===== src/rtl/softmute_pkg.sv =====
package softmute_pkg;
  typedef enum logic [2:0] {
    ST_IDLE,
    ST_MUTE_RAMP,
    ST_APPLY,
    ST_UNMUTE_RAMP,
    ST_PD_RAMP,
    ST_PD_DONE
  } seq_st_e;
endpackage


===== src/rtl/softmute_fsm.sv =====
module softmute_fsm
  import softmute_pkg::*;
(
  input  logic clk_i,
  input  logic rst_ni,
  input  logic pwr_on_i,
  input  logic req_diff_i,
  input  logic settled_i,
  output logic lat_en_o,
  output logic apply_o,
  output logic pd_state_o,
  output logic host_sel_o,
  output logic pd_done_o
);
  seq_st_e state_q, state_d;
  logic    arm_q;
  logic    ramp;
  logic    acc;

  assign ramp = (state_q == ST_MUTE_RAMP) || (state_q == ST_UNMUTE_RAMP) ||
                (state_q == ST_PD_RAMP);
  // settled is only trusted once the new target has been seen for a cycle
  assign acc  = arm_q && settled_i;

  always_comb begin
    state_d = state_q;
    unique case (state_q)
      ST_IDLE: begin
        if (!pwr_on_i)       state_d = ST_PD_RAMP;
        else if (req_diff_i) state_d = ST_MUTE_RAMP;
      end
      ST_MUTE_RAMP:   if (acc) state_d = ST_APPLY;
      ST_APPLY:       state_d = ST_UNMUTE_RAMP;
      ST_UNMUTE_RAMP: if (acc) state_d = ST_IDLE;
      ST_PD_RAMP:     if (acc) state_d = ST_PD_DONE;
      ST_PD_DONE:     if (pwr_on_i) state_d = ST_UNMUTE_RAMP;
      default:        state_d = ST_PD_DONE;
    endcase
  end

  always_ff @(posedge clk_i or negedge rst_ni) begin
    if (!rst_ni) begin
      state_q   <= ST_PD_DONE;
      arm_q     <= 1'b0;
      pd_done_o <= 1'b1;
    end else begin
      state_q   <= state_d;
      arm_q     <= ramp && (state_d == state_q);
      pd_done_o <= (state_q == ST_PD_DONE) && (state_d == ST_PD_DONE);
    end
  end

  assign lat_en_o   = (state_q == ST_IDLE) && (state_d == ST_MUTE_RAMP);
  assign apply_o    = (state_q == ST_APPLY);
  assign pd_state_o = (state_q == ST_PD_DONE);
  assign host_sel_o = (state_q == ST_IDLE) || (state_q == ST_UNMUTE_RAMP);

  assert_apply_after_settle_R3: assert property (@(posedge clk_i) disable iff (!rst_ni)
    (state_q == ST_APPLY) |-> $past(settled_i));
  assert_apply_one_cycle_R5: assert property (@(posedge clk_i) disable iff (!rst_ni)
    (state_q == ST_APPLY) |=> (state_q == ST_UNMUTE_RAMP));
  assert_done_implies_pd_R7: assert property (@(posedge clk_i) disable iff (!rst_ni)
    pd_done_o |-> pd_state_o);
endmodule


===== src/rtl/softmute_filt.sv =====
module softmute_filt #(
  parameter int FILT_N = 2
) (
  input  logic              clk_i,
  input  logic              rst_ni,
  input  logic [FILT_N-1:0] req_i,
  input  logic              lat_en_i,
  input  logic              apply_i,
  input  logic              pd_state_i,
  output logic [FILT_N-1:0] en_o
);
  logic [FILT_N-1:0] lat_q;

  for (genvar g = 0; g < FILT_N; g++) begin : g_bit
    always_ff @(posedge clk_i or negedge rst_ni) begin
      if (!rst_ni) begin
        lat_q[g] <= 1'b0;
        en_o[g]  <= 1'b0;
      end else begin
        if (lat_en_i)        lat_q[g] <= req_i[g];
        if (apply_i)         en_o[g]  <= lat_q[g];
        else if (pd_state_i) en_o[g]  <= req_i[g];
      end
    end
  end

  assert_filt_hold_R8: assert property (@(posedge clk_i) disable iff (!rst_ni)
    (!apply_i && !pd_state_i) |=> $stable(en_o));
endmodule


===== src/rtl/softmute_tgt.sv =====
module softmute_tgt #(
  parameter int               LVL_W    = 7,
  parameter logic [LVL_W-1:0] MUTE_LVL = '0
) (
  input  logic             host_sel_i,
  input  logic [LVL_W-1:0] host_lvl_i,
  output logic [LVL_W-1:0] tgt_o
);
  assign tgt_o = host_sel_i ? host_lvl_i : MUTE_LVL;
endmodule


===== src/rtl/softmute_seq.sv =====
module softmute_seq #(
  parameter int               LVL_W    = 7,
  parameter int               FILT_N   = 2,
  parameter logic [LVL_W-1:0] MUTE_LVL = '0
) (
  input  logic              clk_i,
  input  logic              rst_ni,
  input  logic              pwr_on_i,
  input  logic [FILT_N-1:0] filt_req_i,
  input  logic [LVL_W-1:0]  host_lvl_i,
  input  logic              vol_settled_i,
  output logic [LVL_W-1:0]  vol_tgt_o,
  output logic [FILT_N-1:0] filt_en_o,
  output logic              dp_pwrdn_o,
  output logic              pd_done_o
);
  logic lat_en, apply, pd_state, host_sel, req_diff;

  assign req_diff = (filt_req_i != filt_en_o);

  softmute_fsm u_fsm (
    .clk_i      (clk_i),
    .rst_ni     (rst_ni),
    .pwr_on_i   (pwr_on_i),
    .req_diff_i (req_diff),
    .settled_i  (vol_settled_i),
    .lat_en_o   (lat_en),
    .apply_o    (apply),
    .pd_state_o (pd_state),
    .host_sel_o (host_sel),
    .pd_done_o  (pd_done_o)
  );

  softmute_filt #(.FILT_N(FILT_N)) u_filt (
    .clk_i      (clk_i),
    .rst_ni     (rst_ni),
    .req_i      (filt_req_i),
    .lat_en_i   (lat_en),
    .apply_i    (apply),
    .pd_state_i (pd_state),
    .en_o       (filt_en_o)
  );

  softmute_tgt #(.LVL_W(LVL_W), .MUTE_LVL(MUTE_LVL)) u_tgt (
    .host_sel_i (host_sel),
    .host_lvl_i (host_lvl_i),
    .tgt_o      (vol_tgt_o)
  );

  assign dp_pwrdn_o = pd_state;

  assert_pwrdn_after_mute_R7: assert property (@(posedge clk_i) disable iff (!rst_ni)
    $rose(dp_pwrdn_o) |-> $past(vol_settled_i && (vol_tgt_o == MUTE_LVL)));
  assert_pwrup_clears_done_R2: assert property (@(posedge clk_i) disable iff (!rst_ni)
    $fell(dp_pwrdn_o) |-> !pd_done_o);
endmodule


===== config.mk =====
export PLATFORM = sky130hd
export DESIGN_NAME = softmute_seq
export DESIGN_NICKNAME = d
export VERILOG_FILES = /design/src/rtl/softmute_pkg.sv /design/src/rtl/softmute_fsm.sv /design/src/rtl/softmute_filt.sv /design/src/rtl/softmute_tgt.sv /design/src/rtl/softmute_seq.sv
export SDC_FILE = /design/constraint.sdc
export NUM_CORES = 1
export LEC_CHECK = 0
export BUFFER_PORTS_ARGS = -buffer_cell sky130_fd_sc_hd__clkbuf_2
export CORE_AREA = 8 8 45 47
export DETAILED_ROUTE_END_ITERATION = 16
export DIE_AREA = 0 0 53 55
export PLACE_DENSITY_LB_ADDON = 0.25
export SYNTH_ARGS = -nofsm -noshare
export SYNTH_HDL_FRONTEND = slang
export SYNTH_SLANG_ARGS = --single-unit

===== constraint.sdc =====
create_clock -name clk_i -period 3.5 [get_ports clk_i]
set_input_delay 0.7 -clock clk_i [delete_from_list [all_inputs] [get_ports clk_i]]
set_output_delay 0.7 -clock clk_i [all_outputs]
set_load 0.1 [all_outputs]

# Word-level counts from Yosys, hierarchy flattened
# Cells that the tools add are included.
# totals
inputBits	13
latchBits	0
rom_bits	0
register_bits	9
memories	0
mem_bits_rw	0
word_cells	37
# op_classes
add_sub_neg	0
shifts	0
eq_ne	9
n_div	0
bitwise_logic	0
n_mul	0
n_reduce_logical	9
mux	12
order_cmp	0
# op_table
cell	count
3-bit two-way mux	6
3-bit one-hot mux with 6 select lines	1
3-bit == test, second input constant	3
7-bit two-way mux	1
3-bit by 1-bit == test with 1-bit output, second input constant	2
3-bit by 2-bit == test with 1-bit output, second input constant	2
1-bit logical AND	4
1-bit two-way mux	4
3-bit == test	1
3-bit zero test	1
1-bit logical OR	3
2-bit != test	1
2-bit nonzero test	1

# Longest topological paths before layout
# Gate-level depths: netlist (run 1).
# logic_depth
word_depth	6
mapped_depth	5

# Modules after synthesis
# From an unflattened synthesis (run 1), not the netlist that was laid out.
# hier_totals
cells_unflattened	52
hier_area_um2	503.0
# by_module_without_submodules
mod	area_per_inst_um2	n_inst	cells_each
softmute_fsm	277.8	1	30
softmute_filt	160.2	1	12
softmute_tgt	43.8	1	7
softmute_seq	21.3	1	3

# Least setup slack after synthesis (run 1)
# OpenSTA, ideal clock, no wires.
# synth_timing
path_type	register to output
start	register u_fsm.state_q[0]
end	output port vol_tgt_o[0]
path_stages_with_launch	4
arrival_ns	1.608
n_path_buf	0
setup_slack_ns	1.192
cell_sequence	dfstp_2 xor2_1 nor2_1 and2_1
# synth_between
elab_chain_cells	3
word_cells_on_any_way	4
# synth_lines
element	line_no	text
start: declaration	softmute_fsm.sv:15	seq_st_e state_q, state_d;
start signal: assignment	softmute_fsm.sv:47	state_q <= state_d;
3-bit by 2-bit == test with 1-bit output or 3-bit zero test (tied branches)	softmute_fsm.sv:56	assign host_sel_o = (state_q == ST_IDLE) || (state_q == ST_UNMUTE_RAMP);
1-bit logical OR *	softmute_fsm.sv:56	
7-bit two-way mux *	softmute_tgt.sv:9	assign tgt_o = host_sel_i ? host_lvl_i : MUTE_LVL;
end: declaration	softmute_seq.sv:12	output logic [LVL_W-1:0] vol_tgt_o,
# Mark *: on every way between the ends. The rest lies on a longest branch, timed or not.

# Final worst setup path (run 1)
# layout_timing
start	register u_fsm.state_q[1]
end	output port vol_tgt_o[2]
# Same word-level chain as after synthesis.

==> results of run 1 <==
[final cells by class]
type | instances | area [µm²] | area share, %
clock buffer | 4 | 26.3 | 3.62
inverter | 2 | 7.51 | 1.03
multi-input combinational | 47 | 328 | 45.2
sequential | 9 | 229 | 31.6
tap | 16 | 20.0 | 2.76
timing repair buffer | 23 | 115 | 15.9
[critical path, cell delays in order (launching register included)]
cell      delay [ns]
dfrtp_1         0.57
xor2_1          0.24
nor2_1          0.25
and2_1          0.17
clkbuf_2        0.45
[sequential cells by signal, summed over array words and instances, names as in the netlist]
register,flops
u_fsm.state_q,3
u_fsm.pd_done_o,1
u_fsm.arm_q,1
u_filt.en_o,2
u_filt.lat_q,2
[final timing paths]
kind / start / endpoint / slack [ns] / cells past startpoint
max: u_fsm.state_q[1]$_DFF_PN0_ / vol_tgt_o[2] / 0.85 / 4
min: rst_ni / u_filt.en_o[1]$_DFFE_PN0P_ / 0.29 / 1
max reg2reg: u_fsm.state_q[1]$_DFF_PN0_ / u_filt.lat_q[0]$_DFFE_PN0P_ / 2.04 / 3
min reg2reg: u_fsm.arm_q$_DFF_PN0_ / u_fsm.arm_q$_DFF_PN0_ / 0.49 / 1
max in group asynchronous: rst_ni / u_fsm.pd_done_o$_DFF_PN1_ / 2.95 / 1
min in group clk_i: u_fsm.arm_q$_DFF_PN0_ / u_fsm.arm_q$_DFF_PN0_ / 0.49 / 1
[metrics by stage]
stage	util, %	setup WS [ns]	std cells
finish	52.4	0.847	101
global route	52.4	0.673	101
CTS	52.4	0.824	101
detailed placement	50.5	1.13	97
global placement	50.5	1.18	97
floorplan	-	1.19	62
[per-layer routing]
layer,GRT usage (%),routed length [µm]
met3,3.48,149
met4,9.05,27
met2,15.0,566
met5,0,0
met1,10.6,540
[cells by family after synthesis]
kind of cell,share of synthesized area (%)
mux,3.80
simple gates,29.5
compound gates,16.0
buf+inv,6.12
xor+xnor,5.91
flops,38.6
[placed cells by master (no fill, tap or decap)]
cell,count
clkbuf_2,23
and2_1,9
o21ai_0,6
dfrtp_1,6
xor2_1,4
a21oi_1,4
nor2b_1,4
nor2_1,3
nor3b_1,3
clkbuf_4,3
dfstp_2,3
inv_1,2
nor3_1,2
o311a_1,2
mux2_1,2
and3b_1,1
nand3_1,1
nand2_1,1
o211ai_1,1
a311oi_1,1
and4_1,1
nor4b_4,1
o21ai_2,1
clkbuf_1,1
==> flow_metrics.env, run 1 <==
export IMPL_dieHeight_um=55
export IMPL_detailed_place_area_um2=699
export IMPL_rows=14
export IMPL_path_class="flip-flop to output pin"
export IMPL_post_synth_most_frequent_cells="9 x and2_1, 6 x dfrtp_1, 6 x o21ai_0"
export IMPL_first_iter_violations=7
export IMPL_netlist_instances=62
export IMPL_port_buffers=23
export IMPL_avgSynthCellArea_um2=9.57
export IMPL_antenna_found_initial=0
export IMPL_design_area_um2=726
export IMPL_arrival_ns=1.95
export IMPL_die_width_um=53
export IMPL_synth_net_count=75
export IMPL_start_util_pct=42.9
export IMPL_grt_overflow_total=0
export IMPL_drtAntennaViolNets=0
export IMPL_synth_cell_types=24
export IMPL_period_share_pct=75.8
export IMPL_cts_resized=0
export IMPL_fin_worst_skew_ns=0.000216
export IMPL_clkLatencyLatePin_ns=0.26
export IMPL_post_route_min_period_ns=2.65
export IMPL_slew_viol_final=0
export IMPL_ys_ff_latch=9
export IMPL_critPathMaxFanout=16
export IMPL_grt_max_degree=17
export IMPL_ctsHoldBuffers=0
export IMPL_tightest_slew_ns=0.543
export IMPL_end_kind="output pin"
export IMPL_routed_via_density=5.19
export IMPL_yosysWarnings=0
export IMPL_boundaryPins=24
export IMPL_clkTransAtPathRegs_ns=0.06
export IMPL_fmax_mhz=377
export IMPL_synth_largest_area_cell="dfrtp_1"
export IMPL_setup_tns_ns=0
export IMPL_relSlewSlack_pct=63.9
export IMPL_start_kind="flip-flop"
export IMPL_grt_pass1_vias=487
export IMPL_cts_buffers=3
export IMPL_route_detailed_drc=0
export IMPL_required_ns=2.80
export IMPL_rsz0062_at_grt="no"
export IMPL_gp_congestion=0.727
export IMPL_synthArstFlopShare_pct=100
export IMPL_cts_root_buf="clkbuf_4"
export IMPL_cts_setup_buffers=0
export IMPL_nets=99
export IMPL_final_layout_size_suffix_gt1_share_pct=36.5
export IMPL_finalSetupViolations=0
export IMPL_antennaDiodeCount=0
export IMPL_cts_htree_levels=1
export IMPL_syn_area_um2=593
export IMPL_cts_sinks=9
export IMPL_hold_slack_ns=0.285
export IMPL_synth_edf_count=0
export IMPL_hp_class="primary input to async pin"
export IMPL_detailedRoute_firstPassIterationCount=3
export IMPL_dieArea_um2=2920
export IMPL_cts_buffer_depth=2
export IMPL_grt_pass1_wl_mm=2.10
export IMPL_coreArea_um2=1380
export IMPL_vias=524
export IMPL_synthFlopType="dfrtp_1"
export IMPL_synthTopCellsByArea="dfrtp_1 25%, dfstp_2 13%, and2_1 9.5%"
export IMPL_cts_tree="yes"
export IMPL_n_fill_cell=126
export IMPL_syn_to_final_growth_pct=22.4
export IMPL_synth_most_common_cell="and2_1"
export IMPL_hold_violations=0
export IMPL_drv_cap=0
export IMPL_ys_seq_area_share_pct=38.6
export IMPL_outcome="finished clean"
export IMPL_groute_usage_overall_pct=9.86
export IMPL_synth_top_area_share_pct=25.3
export IMPL_wl_mm=1.28
export IMPL_dp_hpwl_um=963
export IMPL_routedWlPerCell_um=12.7
Power of run 1 is not shown: default switching activity piles up to over one toggle a cycle in this logic, so the estimate is an artifact.
==> run 2: changes to the inputs <==
Settings changed: CORE_AREA 8 8 45 47 to not set, CORE_MARGIN set to 8, CORE_UTILIZATION set to 41, DIE_AREA 0 0 53 55 to not set.
Clock period 3.5 ns to 2.2 ns, I/O delays scaled along.
==> flow_metrics.env, run 2 (synthesis results as in run 1) <==
export IMPL_cts_buffer_depth=2
export IMPL_path_class="flip-flop to output pin"
export IMPL_largest_register="u_fsm.state_q"
export IMPL_required_ns=1.76
export IMPL_coreArea_um2=1330
export IMPL_dieArea_um2=2920
export IMPL_dieHeight_um=54.0
export IMPL_grt_pass1_wl_mm=2.17
export IMPL_hold_slack_ns=0.0251
export IMPL_drtAntennaViolNets=0
export IMPL_routedWlPerCell_um=13.8
export IMPL_cts_root_buf="clkbuf_4"
export IMPL_clkTransAtPathRegs_ns=0.07
export IMPL_arrival_ns=1.53
export IMPL_rows=13
export IMPL_r2r_cells=4
export IMPL_cts_setup_buffers=0
export IMPL_routed_via_density=5.09
export IMPL_grt_max_degree=17
export IMPL_cts_sinks=9
export IMPL_design_area_um2=848
export IMPL_start_kind="flip-flop"
export IMPL_port_buffers=23
export IMPL_tightest_slew_ns=0.544
export IMPL_drv_cap=0
export IMPL_start_util_pct=44.5
export IMPL_relSlewSlack_pct=63.9
export IMPL_groute_usage_overall_pct=10.2
export IMPL_detailedRoute_firstPassIterationCount=7
export IMPL_period_share_pct=89.6
export IMPL_cts_htree_levels=1
export IMPL_cts_buffers=3
export IMPL_cts_resized=0
export IMPL_critPathMaxFanout=7
export IMPL_largest_reg_flops=3
export IMPL_rrSetupSlack_ns=0.79
export IMPL_postLayoutCoreUtil_pct=63.6
export IMPL_fmax_mhz=508
export IMPL_antennaDiodeCount=0
export IMPL_boundaryPins=24
export IMPL_outcome="finished clean"
export IMPL_wl_mm=1.41
export IMPL_cts_tree="yes"
export IMPL_die_width_um=54.0
export IMPL_syn_to_final_growth_pct=43.0
export IMPL_nets=101
export IMPL_hold_violations=0
export IMPL_rsz0062_at_grt="no"
export IMPL_gp_congestion=0.743
export IMPL_vias=519
export IMPL_first_iter_violations=4
export IMPL_clkLatencyLatePin_ns=0.26
export IMPL_setup_tns_ns=0
export IMPL_slew_viol_final=0
export IMPL_final_common_cell="clkbuf_2"
export IMPL_hp_class="primary input to async pin"
export IMPL_ctsHoldBuffers=0
export IMPL_antenna_found_initial=0
export IMPL_grt_pass1_vias=477
export IMPL_final_cell_mix="15 x clkbuf_2, 9 x and2_1, 7 x buf_12"
export IMPL_finalSetupViolations=0
export IMPL_final_layout_size_suffix_gt1_share_pct=39.1
export IMPL_route_detailed_drc=0
export IMPL_top_regs="u_fsm.state_q (3), u_filt.en_o (2), u_filt.lat_q (2)"
export IMPL_fin_worst_skew_ns=0.0103
export IMPL_end_kind="output pin"
export IMPL_grt_overflow_total=0
export IMPL_detailed_place_area_um2=821
export IMPL_post_route_min_period_ns=1.97
-- run 2: changes by cell type in the layout (fill, tap and decap cells not counted) --
cell,previous run,this run
clkbuf_2,23,15
buf_12,0,7
buf_4,0,3
clkbuf_1,1,0
clkinv_2,0,1
-- run 2: worst paths after layout --
kind,from,end
worst max-delay path,u_fsm.state_q[0]$_DFF_PN1_,vol_tgt_o[0]
worst min-delay path,rst_ni,u_fsm.state_q[1]$_DFF_PN0_
worst max register to register,u_fsm.state_q[1]$_DFF_PN0_,u_filt.lat_q[0]$_DFFE_PN0P_
worst min register to register,u_fsm.arm_q$_DFF_PN0_,u_fsm.arm_q$_DFF_PN0_
max in group asynchronous,rst_ni,u_fsm.state_q[2]$_DFF_PN1_
min in group clk_i,vol_settled_i,u_fsm.arm_q$_DFF_PN0_
-- run 2: critical path: stages (launching register included) --
cell     delay, ns
dfstp_2       0.54
xor2_1        0.06
nor2_1        0.25
and2_1        0.23
buf_12        0.18
-- run 2: layer usage --
metal,wire [µm],share of wire [%],global-route usage [%]
met3,114,8.1,5.23
met5,0,0,0
met4,0,0,2.46
met2,644,46,16.0
met1,647,46,12.1
-- run 2: layout make-up --
cell class                      count  area [µm²]
Clock buffer                        3        22.5
Clock inverter                      1        5.00
Fill cell                         114         485
Inverter                            2        7.51
Multi-Input combinational cell     47         328
Sequential cell                     9         229
Tap cell                           15        18.8
Timing Repair Buffer               25         238
-- run 2: per-stage QoR --
| step | instances | setup WS (ns) |
|---|---|---|
| after global placement | 98 | 0.534 |
| after global routing | 102 | 0.128 |
| after floorplan | 62 | 0.152 |
| after CTS | 102 | 0.197 |
| after detailed placement | 98 | 0.493 |
| final | 102 | 0.230 |
Power of run 2 is left out for the same reason.
